`src/rtl/cad_pkg.sv`:
```
package cad_pkg;
    localparam int PIN_W  = 10;
    localparam int BANK_W = 4;
    localparam int ADDR_W = 16;
    localparam int COL_W  = 6;

    typedef enum logic [1:0] {
        ST_IDLE = 2'd0,
        ST_HALF = 2'd1,
        ST_EMIT = 2'd2
    } cap_state_e;

    typedef enum logic [2:0] {
        CMD_NOP   = 3'd0,
        CMD_ACT   = 3'd1,
        CMD_RD    = 3'd2,
        CMD_WR    = 3'd3,
        CMD_OTHER = 3'd4
    } cmd_e;
endpackage

```
`src/rtl/cad_capture_fsm.sv`:
```
module cad_capture_fsm
    import cad_pkg::*;
#(
    parameter int PINS = PIN_W
) (
    input  logic            clk,
    input  logic            rst_n,
    input  logic            ck_rise,
    input  logic            ckc_rise,
    input  logic            ras_n,
    input  logic            cas_n,
    input  logic            we_n,
    input  logic [PINS-1:0] pins,
    output logic            emit,
    output logic [2:0]      strobes,
    output logic [PINS-1:0] phase1,
    output logic [PINS-1:0] phase2
);
    cap_state_e state_q, state_d;
    logic load_first, load_second;

    always_comb begin
        state_d = state_q;
        unique case (state_q)
            ST_IDLE: if (ck_rise) state_d = ST_HALF;
            ST_HALF: begin
                if (ck_rise)       state_d = ST_HALF;   // restart
                else if (ckc_rise) state_d = ST_EMIT;
            end
            ST_EMIT: state_d = ck_rise ? ST_HALF : ST_IDLE;
            default: state_d = ST_IDLE;
        endcase
    end

    always_ff @(posedge clk) begin
        if (!rst_n) state_q <= ST_IDLE;
        else        state_q <= state_d;
    end

    assign load_first  = ck_rise;
    assign load_second = (state_q == ST_HALF) && !ck_rise && ckc_rise;

    always_ff @(posedge clk) begin
        if (!rst_n) begin
            strobes <= 3'b111;
            phase1  <= '0;
            phase2  <= '0;
        end else begin
            if (load_first) begin
                strobes <= {ras_n, cas_n, we_n};
                phase1  <= pins;
            end
            if (load_second) phase2 <= pins;
        end
    end

    always_comb begin
        emit = (state_q == ST_EMIT);
    end
endmodule

```
`src/rtl/cad_addr_map.sv`:
```
module cad_addr_map
    import cad_pkg::*;
#(
    parameter int PINS  = PIN_W,
    parameter int BANKS = BANK_W,
    parameter int AW    = ADDR_W
) (
    input  logic [PINS-1:0]  phase1,
    input  logic [PINS-1:0]  phase2,
    output logic [BANKS-1:0] bank,
    output logic [AW-1:0]    addr
);
    assign bank = phase1[PINS-1 -: BANKS];

    always_comb begin
        addr      = '0;
        addr[15]  = phase2[5];
        addr[14]  = phase1[5];
        addr[13]  = phase2[4];
        addr[12]  = phase1[4];
        addr[11]  = phase1[3];
        addr[10]  = phase1[2];
        addr[9]   = phase1[1];
        addr[8]   = phase1[0];
        addr[7]   = phase2[0];
        addr[6]   = phase2[3];
        addr[5]   = phase2[7];
        addr[4]   = phase2[8];
        addr[3]   = phase2[9];
        addr[2]   = phase2[6];
        addr[1]   = phase2[1];
        addr[0]   = phase2[2];
    end
endmodule

```
`src/rtl/cad_field_decode.sv`:
```
module cad_field_decode
    import cad_pkg::*;
#(
    parameter int AW = ADDR_W,
    parameter int CW = COL_W
) (
    input  logic [2:0]    strobes,
    input  logic [AW-1:0] addr,
    input  logic          ddr_mode,
    input  logic          x16_mode,
    input  logic [2:0]    density,
    output cmd_e          cmd,
    output logic [AW-1:0] row,
    output logic [CW-1:0] col_lo,
    output logic [CW-1:0] col_hi,
    output logic          half,
    output logic          autopre,
    output logic          row_bad
);
    logic [4:0]    row_w;
    logic [3:0]    top_idx;
    logic [AW-1:0] row_mask;
    logic          holey;
    logic          is_col;

    always_comb begin
        unique case (strobes)
            3'b011:  cmd = CMD_ACT;
            3'b101:  cmd = CMD_RD;
            3'b100:  cmd = CMD_WR;
            3'b111:  cmd = CMD_NOP;
            default: cmd = CMD_OTHER;
        endcase
    end

    always_comb begin
        unique case (density)
            3'd0:       row_w = 5'd13;
            3'd1, 3'd2: row_w = 5'd14;
            default:    row_w = 5'd15;
        endcase
        row_w   = row_w + {4'd0, x16_mode};
        top_idx = 4'(row_w - 5'd1);
        holey   = (density == 3'd1) || (density == 3'd3);
    end

    generate
        for (genvar i = 0; i < AW; i++) begin : g_mask
            assign row_mask[i] = (5'(i) < row_w);
        end
    endgenerate

    assign is_col = (cmd == CMD_RD) || (cmd == CMD_WR);

    always_comb begin
        row     = (cmd == CMD_ACT) ? (addr & row_mask) : '0;
        row_bad = (cmd == CMD_ACT) && holey && addr[top_idx] && addr[top_idx - 4'd1];
        col_lo  = is_col ? addr[5:0] : '0;
        col_hi  = is_col ? {addr[15], addr[14], addr[13], addr[12], addr[9], addr[7]} : '0;
        half    = is_col && ddr_mode && addr[6];
        autopre = is_col && addr[8];
    end
endmodule

```
`src/rtl/cad_bank_guard.sv`:
```
module cad_bank_guard
    import cad_pkg::*;
#(
    parameter int BANKS = BANK_W,
    localparam int NBANK = 1 << BANKS
) (
    input  logic             clk,
    input  logic             rst_n,
    input  logic             wr_en,
    input  logic [BANKS-1:0] bank,
    input  logic             bad_in,
    output logic             bad_out
);
    logic [NBANK-1:0] bad_q;

    generate
        for (genvar b = 0; b < NBANK; b++) begin : g_bank
            always_ff @(posedge clk) begin
                if (!rst_n)                              bad_q[b] <= 1'b0;
                else if (wr_en && (bank == BANKS'(b)))   bad_q[b] <= bad_in;
            end
        end
    endgenerate

    assign bad_out = bad_q[bank];
endmodule

```
`src/rtl/cmd_addr_decoder.sv`:
```
module cmd_addr_decoder
    import cad_pkg::*;
#(
    parameter int PINS  = PIN_W,
    parameter int BANKS = BANK_W,
    parameter int AW    = ADDR_W,
    parameter int CW    = COL_W
) (
    input  logic             clk,
    input  logic             rst_n,
    input  logic             ck_rise,
    input  logic             ckc_rise,
    input  logic             ras_n,
    input  logic             cas_n,
    input  logic             we_n,
    input  logic [PINS-1:0]  ca_pins,
    input  logic             ddr_mode,
    input  logic             x16_mode,
    input  logic [2:0]       density,
    output logic             dec_valid,
    output logic [2:0]       dec_cmd,
    output logic [BANKS-1:0] dec_bank,
    output logic [AW-1:0]    dec_row,
    output logic [CW-1:0]    dec_col_lo,
    output logic [CW-1:0]    dec_col_hi,
    output logic             dec_half,
    output logic             dec_autopre,
    output logic             dec_illegal
);
    logic             emit;
    logic [2:0]       strobes;
    logic [PINS-1:0]  ph1, ph2;
    logic [BANKS-1:0] bank;
    logic [AW-1:0]    addr, row;
    logic [CW-1:0]    col_lo, col_hi;
    logic             half, autopre, row_bad, bank_bad;
    cmd_e             cmd;

    cad_capture_fsm #(.PINS(PINS)) u_fsm (
        .clk(clk), .rst_n(rst_n), .ck_rise(ck_rise), .ckc_rise(ckc_rise),
        .ras_n(ras_n), .cas_n(cas_n), .we_n(we_n), .pins(ca_pins),
        .emit(emit), .strobes(strobes), .phase1(ph1), .phase2(ph2)
    );

    cad_addr_map #(.PINS(PINS), .BANKS(BANKS), .AW(AW)) u_map (
        .phase1(ph1), .phase2(ph2), .bank(bank), .addr(addr)
    );

    cad_field_decode #(.AW(AW), .CW(CW)) u_dec (
        .strobes(strobes), .addr(addr), .ddr_mode(ddr_mode),
        .x16_mode(x16_mode), .density(density), .cmd(cmd), .row(row),
        .col_lo(col_lo), .col_hi(col_hi), .half(half), .autopre(autopre),
        .row_bad(row_bad)
    );

    cad_bank_guard #(.BANKS(BANKS)) u_guard (
        .clk(clk), .rst_n(rst_n), .wr_en(emit && (cmd == CMD_ACT)),
        .bank(bank), .bad_in(row_bad), .bad_out(bank_bad)
    );

    always_comb begin
        dec_valid   = emit;
        dec_cmd     = emit ? cmd    : CMD_NOP;
        dec_bank    = emit ? bank   : '0;
        dec_row     = emit ? row    : '0;
        dec_col_lo  = emit ? col_lo : '0;
        dec_col_hi  = emit ? col_hi : '0;
        dec_half    = emit && half;
        dec_autopre = emit && autopre;
        dec_illegal = emit && (row_bad ||
                      (((cmd == CMD_RD) || (cmd == CMD_WR)) && bank_bad));
    end
endmodule

```
`config.mk`:
```
export PLATFORM = sky130hd
export DESIGN_NAME = cmd_addr_decoder
export DESIGN_NICKNAME = d
export VERILOG_FILES = /design/src/rtl/cad_pkg.sv /design/src/rtl/cad_capture_fsm.sv /design/src/rtl/cad_addr_map.sv /design/src/rtl/cad_field_decode.sv /design/src/rtl/cad_bank_guard.sv /design/src/rtl/cmd_addr_decoder.sv
export SDC_FILE = /design/constraint.sdc
export NUM_CORES = 1
export LEC_CHECK = 0
export ABC_AREA = 1
export BUFFER_PORTS_ARGS = -buffer_cell sky130_fd_sc_hd__buf_2
export CAP_MARGIN = 20
export CORE_MARGIN = 5
export CORE_UTILIZATION = 60
export DETAILED_ROUTE_END_ITERATION = 16
export PLACE_DENSITY = 0.86
export REMOVE_ABC_BUFFERS = 1
export SLEW_MARGIN = 10
export SYNTH_ARGS = -nofsm -noshare
export SYNTH_HDL_FRONTEND = slang
export SYNTH_HIERARCHICAL = 1
export SYNTH_SLANG_ARGS = --single-unit
export TNS_END_PERCENT = 20
```
`constraint.sdc`:
```
create_clock -name clk -period 7.6 [get_ports clk]
set_input_delay 0.38 -clock clk [delete_from_list [all_inputs] [get_ports clk]]
set_output_delay 0.38 -clock clk [all_outputs]
set_load 0.005 [all_outputs]
```
### Word-level counts from Yosys, hierarchy flattened

Index checks and enable logic that the tools add are counted.

* flip-flop bits (word level): 41
* input bits: 22
* logic and storage cells: 131

* add/subtract/negate cells: 3
* magnitude comparators: 19
* eq/ne operators: 29
* muxes and demuxes: 21
* bitwise operators: 1
* reductions and logical operators: 38

Operator list (count)
* less-than comparator 4 x 5 -> 1 bit, first input constant: 8
* equality test 4 bit, second input constant: 8
* two-way mux 16 bit: 2
* logical AND 1 bit: 29
* two-way mux 6 bit: 4
* less-than comparator 3 x 5 -> 1 bit, first input constant: 4
* AND 16 bit: 1
* equality test 4 x 3 -> 1 bit, second input constant: 4
* equality test 3 x 2 -> 1 bit, second input constant: 5
* less-than comparator 4 x 5 -> 1 bit, second input constant: 3
* binary-select mux 1 bit (select 4 bit): 3
* one-hot mux 3 bit (4 select lines): 1
* less-than comparator 1 x 5 -> 1 bit, first input constant: 2
* less-than comparator 2 x 5 -> 1 bit, first input constant: 2
* equality test 3 bit, second input constant: 3
* equality test 4 x 2 -> 1 bit, second input constant: 2
* subtractor 4 x 1 -> 4 bit, second input constant: 2
* equality test 3 x 1 -> 1 bit, second input constant: 2
* two-way mux 2 bit: 3
* one-hot mux 2 bit (3 select lines): 1
* adder 4 x 1 -> 5 bit: 1
* equality test 4 x 1 -> 1 bit, second input constant: 1
* zero test 4 bit: 1
* two-way mux 1 bit: 4
* 13 further kinds: 15

### Depth between registers and ports, before layout

* word-level depth: 11
* depth in mapped cells: 20
* mapped depth without buffers: 17

### By module

Netlist, hierarchy kept.

By module, submodules not included
* cad_capture_fsm: times used 1, cells an instance 126, area an instance 993.5 µm², seq. area each 500.5 µm²
* cad_bank_guard: times used 1, cells an instance 133, area an instance 858.3 µm², seq. area each 320.3 µm²
* cad_field_decode: times used 1, cells an instance 140, area an instance 690.7 µm², seq. area each 0.0 µm²
* cmd_addr_decoder: times used 1, cells an instance 84, area an instance 336.6 µm², seq. area each 0.0 µm²
* cad_addr_map: times used 1, cells an instance 20, area an instance 150.1 µm², seq. area each 0.0 µm²

### Worst setup path after synthesis

No wires, ideal clock.

* kind: input to register
* start: input density[0]
* end: register u_guard.bad_q[4]
* library setup time: 70 ps
* arrival: 2707 ps
* required time: 7530 ps
* setup slack: 4823 ps
* cell stages on the path: 17
* cells stage by stage: a21oi_1 > nand2_1 > ha_1 > buf_6 > inv_8 > buf_12 > fa_1 > inv_1 > nand3_1 > nand3_1 > nand3_1 > nand3_1 > nor2_1 > buf_2 > buf_2 > nand3_1 > a21oi_1

* word-level cells in the longest chain between the ends: 9
* elaborated cells between the ends (all ways): 17
* those cells by class: add/sub (3); eq/ne (3); mux (5); reduce/logical (6)

Ends and longest elaborated chain
* start: declaration: line cmd_addr_decoder.sv:19 `input logic [2:0] density,`
* equality test 3 x 2 -> 1 bit / equality test 3 x 1 -> 1 bit (equally long branches): line cad_field_decode.sv:37, cad_field_decode.sv:44
* OR reduction 2 bit: line cad_field_decode.sv:37 `unique case (density)`
* one-hot mux 2 bit (2 select lines): line cad_field_decode.sv:37
* adder 4 x 1 -> 5 bit: line cad_field_decode.sv:42 `row_w = row_w + {4'd0, x16_mode};`
* subtractor 4 x 1 -> 4 bit: line cad_field_decode.sv:43 `top_idx = 4'(row_w - 5'd1);`
* subtractor 4 x 1 -> 4 bit / binary-select mux 1 bit (select 4 bit) (equally long branches): line cad_field_decode.sv:57 `row_bad = (cmd == CMD_ACT) && holey && addr[top_idx] && addr[top_idx - 4'd1];`
* binary-select mux 1 bit (select 4 bit) / two-way mux 1 bit (equally long branches): line cad_field_decode.sv:57
* two-way mux 1 bit (implied by the code) / logical AND 1 bit (equally long branches): line cad_field_decode.sv:57
* logical AND 1 bit (*): line cad_field_decode.sv:57
* net row_bad: line cmd_addr_decoder.sv:36 `logic half, autopre, row_bad, bank_bad;`
* end signal: indexed assignment: line cad_bank_guard.sv:20 `else if (wr_en && (bank == BANKS'(b))) bad_q[b] <= bad_in;`
* end: declaration: line cad_bank_guard.sv:14 `logic [NBANK-1:0] bad_q;`

Mark *: on every way through the listed nets, which the timed path passes. The rest lies on a longest branch. The select of a mux whose other input is x is not followed.
A chain may end at the register's enable or synchronous reset.

### Final worst setup path

* start: input density[0]
* end: output dec_illegal

* word-level cells in the longest chain between the ends: 11
* elaborated cells between the ends (all ways): 19
* those cells by class: add/sub (3); eq/ne (3); mux (5); reduce/logical (8)

Ends and longest elaborated chain
* equality test 3 x 2 -> 1 bit / equality test 3 x 1 -> 1 bit (equally long branches): line cad_field_decode.sv:37, cad_field_decode.sv:44
* OR reduction 2 bit: line cad_field_decode.sv:37
* one-hot mux 2 bit (2 select lines): line cad_field_decode.sv:37
* adder 4 x 1 -> 5 bit: line cad_field_decode.sv:42
* subtractor 4 x 1 -> 4 bit: line cad_field_decode.sv:43
* subtractor 4 x 1 -> 4 bit / binary-select mux 1 bit (select 4 bit) (equally long branches): line cad_field_decode.sv:57
* binary-select mux 1 bit (select 4 bit) / two-way mux 1 bit (equally long branches): line cad_field_decode.sv:57
* two-way mux 1 bit (implied by the code) / logical AND 1 bit (equally long branches): line cad_field_decode.sv:57
* logical AND 1 bit (*): line cad_field_decode.sv:57
* net row_bad: line cmd_addr_decoder.sv:36
* logical OR 1 bit (*): line cmd_addr_decoder.sv:70 `dec_illegal = emit && (row_bad ||`
* logical AND 1 bit (*): line cmd_addr_decoder.sv:70
* end: declaration: line cmd_addr_decoder.sv:28 `output logic dec_illegal`

Marked as above.

==> impl_metrics.tcl <==
set metrics [dict create \
    num_rows 25 \
    power.leakage_nw 1.80 \
    cp.arrival_ps 3700 \
    area_growth_pct 5.29 \
    antenna_found_initial 0 \
    ys_seq_area_share_pct 27.1 \
    tritoncts "built" \
    period_share_pct 53.7 \
    start_util_pct 62.9 \
    slew_headroom_pct 29.2 \
    regArea_um2 821 \
    internal_power_mw 0.323 \
    swShare_pct 30.8 \
    outcome "completed" \
    cts_buffers 5 \
    yosysUniqueCellTypes 28 \
    syn_avg_cell_area_um2 6.02 \
    n_fill_cell 481 \
    firstDrtPassIters 9 \
    setup_violations 0 \
    hold_viol_final 0 \
    crit_path_start_kind "primary input" \
    nets 559 \
    final_max_slew_viol_count 0 \
    share_comb_of_total_power_pct 18.0 \
    final_core_utilization_pct 66.2 \
    maxCapViolations 0 \
    numPortBuffers 60 \
    syn-cell-area_um2 3030 \
    worstMarginPinSlew_ps 1060 \
    setup_ws_ps 3520 \
    viasPerCell 5.12 \
    power_frac_seq_pct 49.7 \
    grt_usage_pct 23.4 \
    ctsHoldBuffers 0 \
    globalRoute.totalOverflow 0 \
    clockPowerShare_pct 32.3 \
    route.detailed.drc 0 \
    final_cell_area_um2 3190 \
    grt_max_degree 39 \
    fp.dieH_um 81.1 \
    cts-root-buf "clkbuf_8" \
    clock_latency_ps 300 \
    diodes 0 \
    drive_gt1_share_pct 17.5 \
    pre_cts_slack_ps 3620 \
    setup_tns_ps 0 \
    placement.cell_area_um2 3090 \
    mostFrequentLayoutCells "nand2_1 (133), inv_1 (82), buf_2 (60)" \
    clock_skew_ps 17.2 \
    fmaxAchievable_ghz 0.245 \
    place_congestion 0.914 \
    ant_nets 0 \
    cts_buffer_depth 2 \
    clk_pin_slew_ps 90 \
    pin_count 61 \
    htreeDepth 2 \
    crit_type "primary input to output port" \
    cp-end-kind "output port" \
    power.density_nw_per_um2 146 \
    post_cts_buffers 0 \
    wl_per_cell_um 12.4 \
    multi_input_area_um2 1500 \
    final_common_cell "nand2_1" \
    cp.required_ps 7220 \
    syn_inst 503 \
    grt_pass1_wl_mm 12.2 \
    die_area_um2 6570 \
    dr.first_iter.drc_count 302 \
    worstPathMaxFanout 18 \
    ir_worst_vdd_uv 140 \
    cts_resized 0 \
    hpwl_mm 5.47 \
    coreArea_um2 4820 \
    rsz0062_at_grt "no" \
    wl_mm 7.39 \
    fp.dieW_um 81.1 \
    clock-sinks 41 \
    hold_class "primary input to register" \
    p_sw_mw 0.144 \
    yosys_warnings 6 \
    vias 3064 \
    min_period_ps 4080 \
    grt_pass1_vias 2734 \
    synth_seq_cells 41 \
    fin_hold_ws_ps 292 \
]
## logic make-up after synthesis
kind of cell,count (synthesis),share of synthesized area [%]
buffers and inverters,139,23.5
AO/OA/AOI/OAI,71,11.8
flip-flops,41,27.1
AND/OR/NAND/NOR,245,34.4
adder cells (fa/ha/maj),7,3.14
## sequential cells by signal, summed over array words and instances (netlist names)
name / count
u_fsm/phase1: 10
u_fsm/phase2: 10
u_fsm/state_q: 2
u_fsm/strobes: 3
u_guard/bad_q: 16
## stage by stage
| stage | power [mW] | cells |
|---|---|---|
| after floorplan | 0.291 | 461 |
| after global placement | 0.317 | 590 |
| after detailed placement | 0.319 | 590 |
| after CTS | 0.467 | 598 |
| after global routing | 0.492 | 598 |
| final | 0.467 | 598 |
## metal layers
metal	global-route usage, %	part of all wire, %
met4	9.12	2.3
met1	30.1	43
met5	0	0
met2	39.1	46
met3	3.99	8.8
## layout make-up
| class | count | area share (%) |
|---|---|---|
| inverters | 97 | 11.7 |
| flip-flops and latches | 41 | 25.7 |
| clock buffers | 6 | 2.59 |
| repair buffers | 62 | 9.89 |
| multi-input cells | 323 | 47.0 |
| clock inverters | 2 | 0.432 |
| well taps | 67 | 2.63 |
## Yosys cell counts
cell type,number,area [µm²]
o21ai_1,12,60.1
buf_12,1,20.0
dfxtp_1,41,821
inv_2,10,37.5
clkinv_1,2,7.51
buf_2,8,40.0
nor3_1,4,20.0
clkbuf_1,2,7.51
a211oi_1,1,7.51
inv_8,1,11.3
clkinv_2,2,10.0
o21ai_0,18,90.1
nand2_1,133,499
nand2_2,1,6.26
buf_4,22,165
a21oi_1,40,200
fa_1,1,20.0
nor4_2,1,12.5
nand3_1,53,265
buf_6,8,90.1
ha_1,6,75.1
nand3_2,4,40.0
buf_8,1,15.0
nor2_4,1,11.3
nor2_1,45,169
inv_1,82,308
nor3b_1,1,7.51
nor2_2,2,12.5
## power groups by stage
stage / clock network, mW / registers, mW / logic (mW)
floorplan: 0 / 0.233 / 0.0580
global placement: 0 / 0.237 / 0.0801
detailed placement: 0 / 0.237 / 0.0820
CTS: 0.153 / 0.232 / 0.0824
global route: 0.164 / 0.234 / 0.0943
finish: 0.151 / 0.232 / 0.0840
## final timing paths
check                                 from                             to  slack [ps]  cells after the start
max reg2reg  u_fsm/strobes[2]$_SDFFE_PN1P_  u_guard/bad_q[8]$_SDFFE_PN0P_        5080                     10
max                             density[0]                    dec_illegal        3520                     15
min reg2reg  u_fsm/strobes[2]$_SDFFE_PN1P_  u_fsm/strobes[2]$_SDFFE_PN1P_         480                      2
min                                   we_n  u_fsm/strobes[0]$_SDFFE_PN1P_         290                      3
## worst max-delay path, cell delays in order
cell and delay (ps):
buf_2 110, a21oi_1 140, nand2_1 70, ha_1 690, inv_8 110, fa_1 600, inv_1 110, nand3_1 110
nand3_1 80, nand3_1 80, nand3_1 70, nor2_1 810, nand2_1 120, nand2_1 100, buf_2 110
No activity file was read; power rests on OpenSTA's default activity.
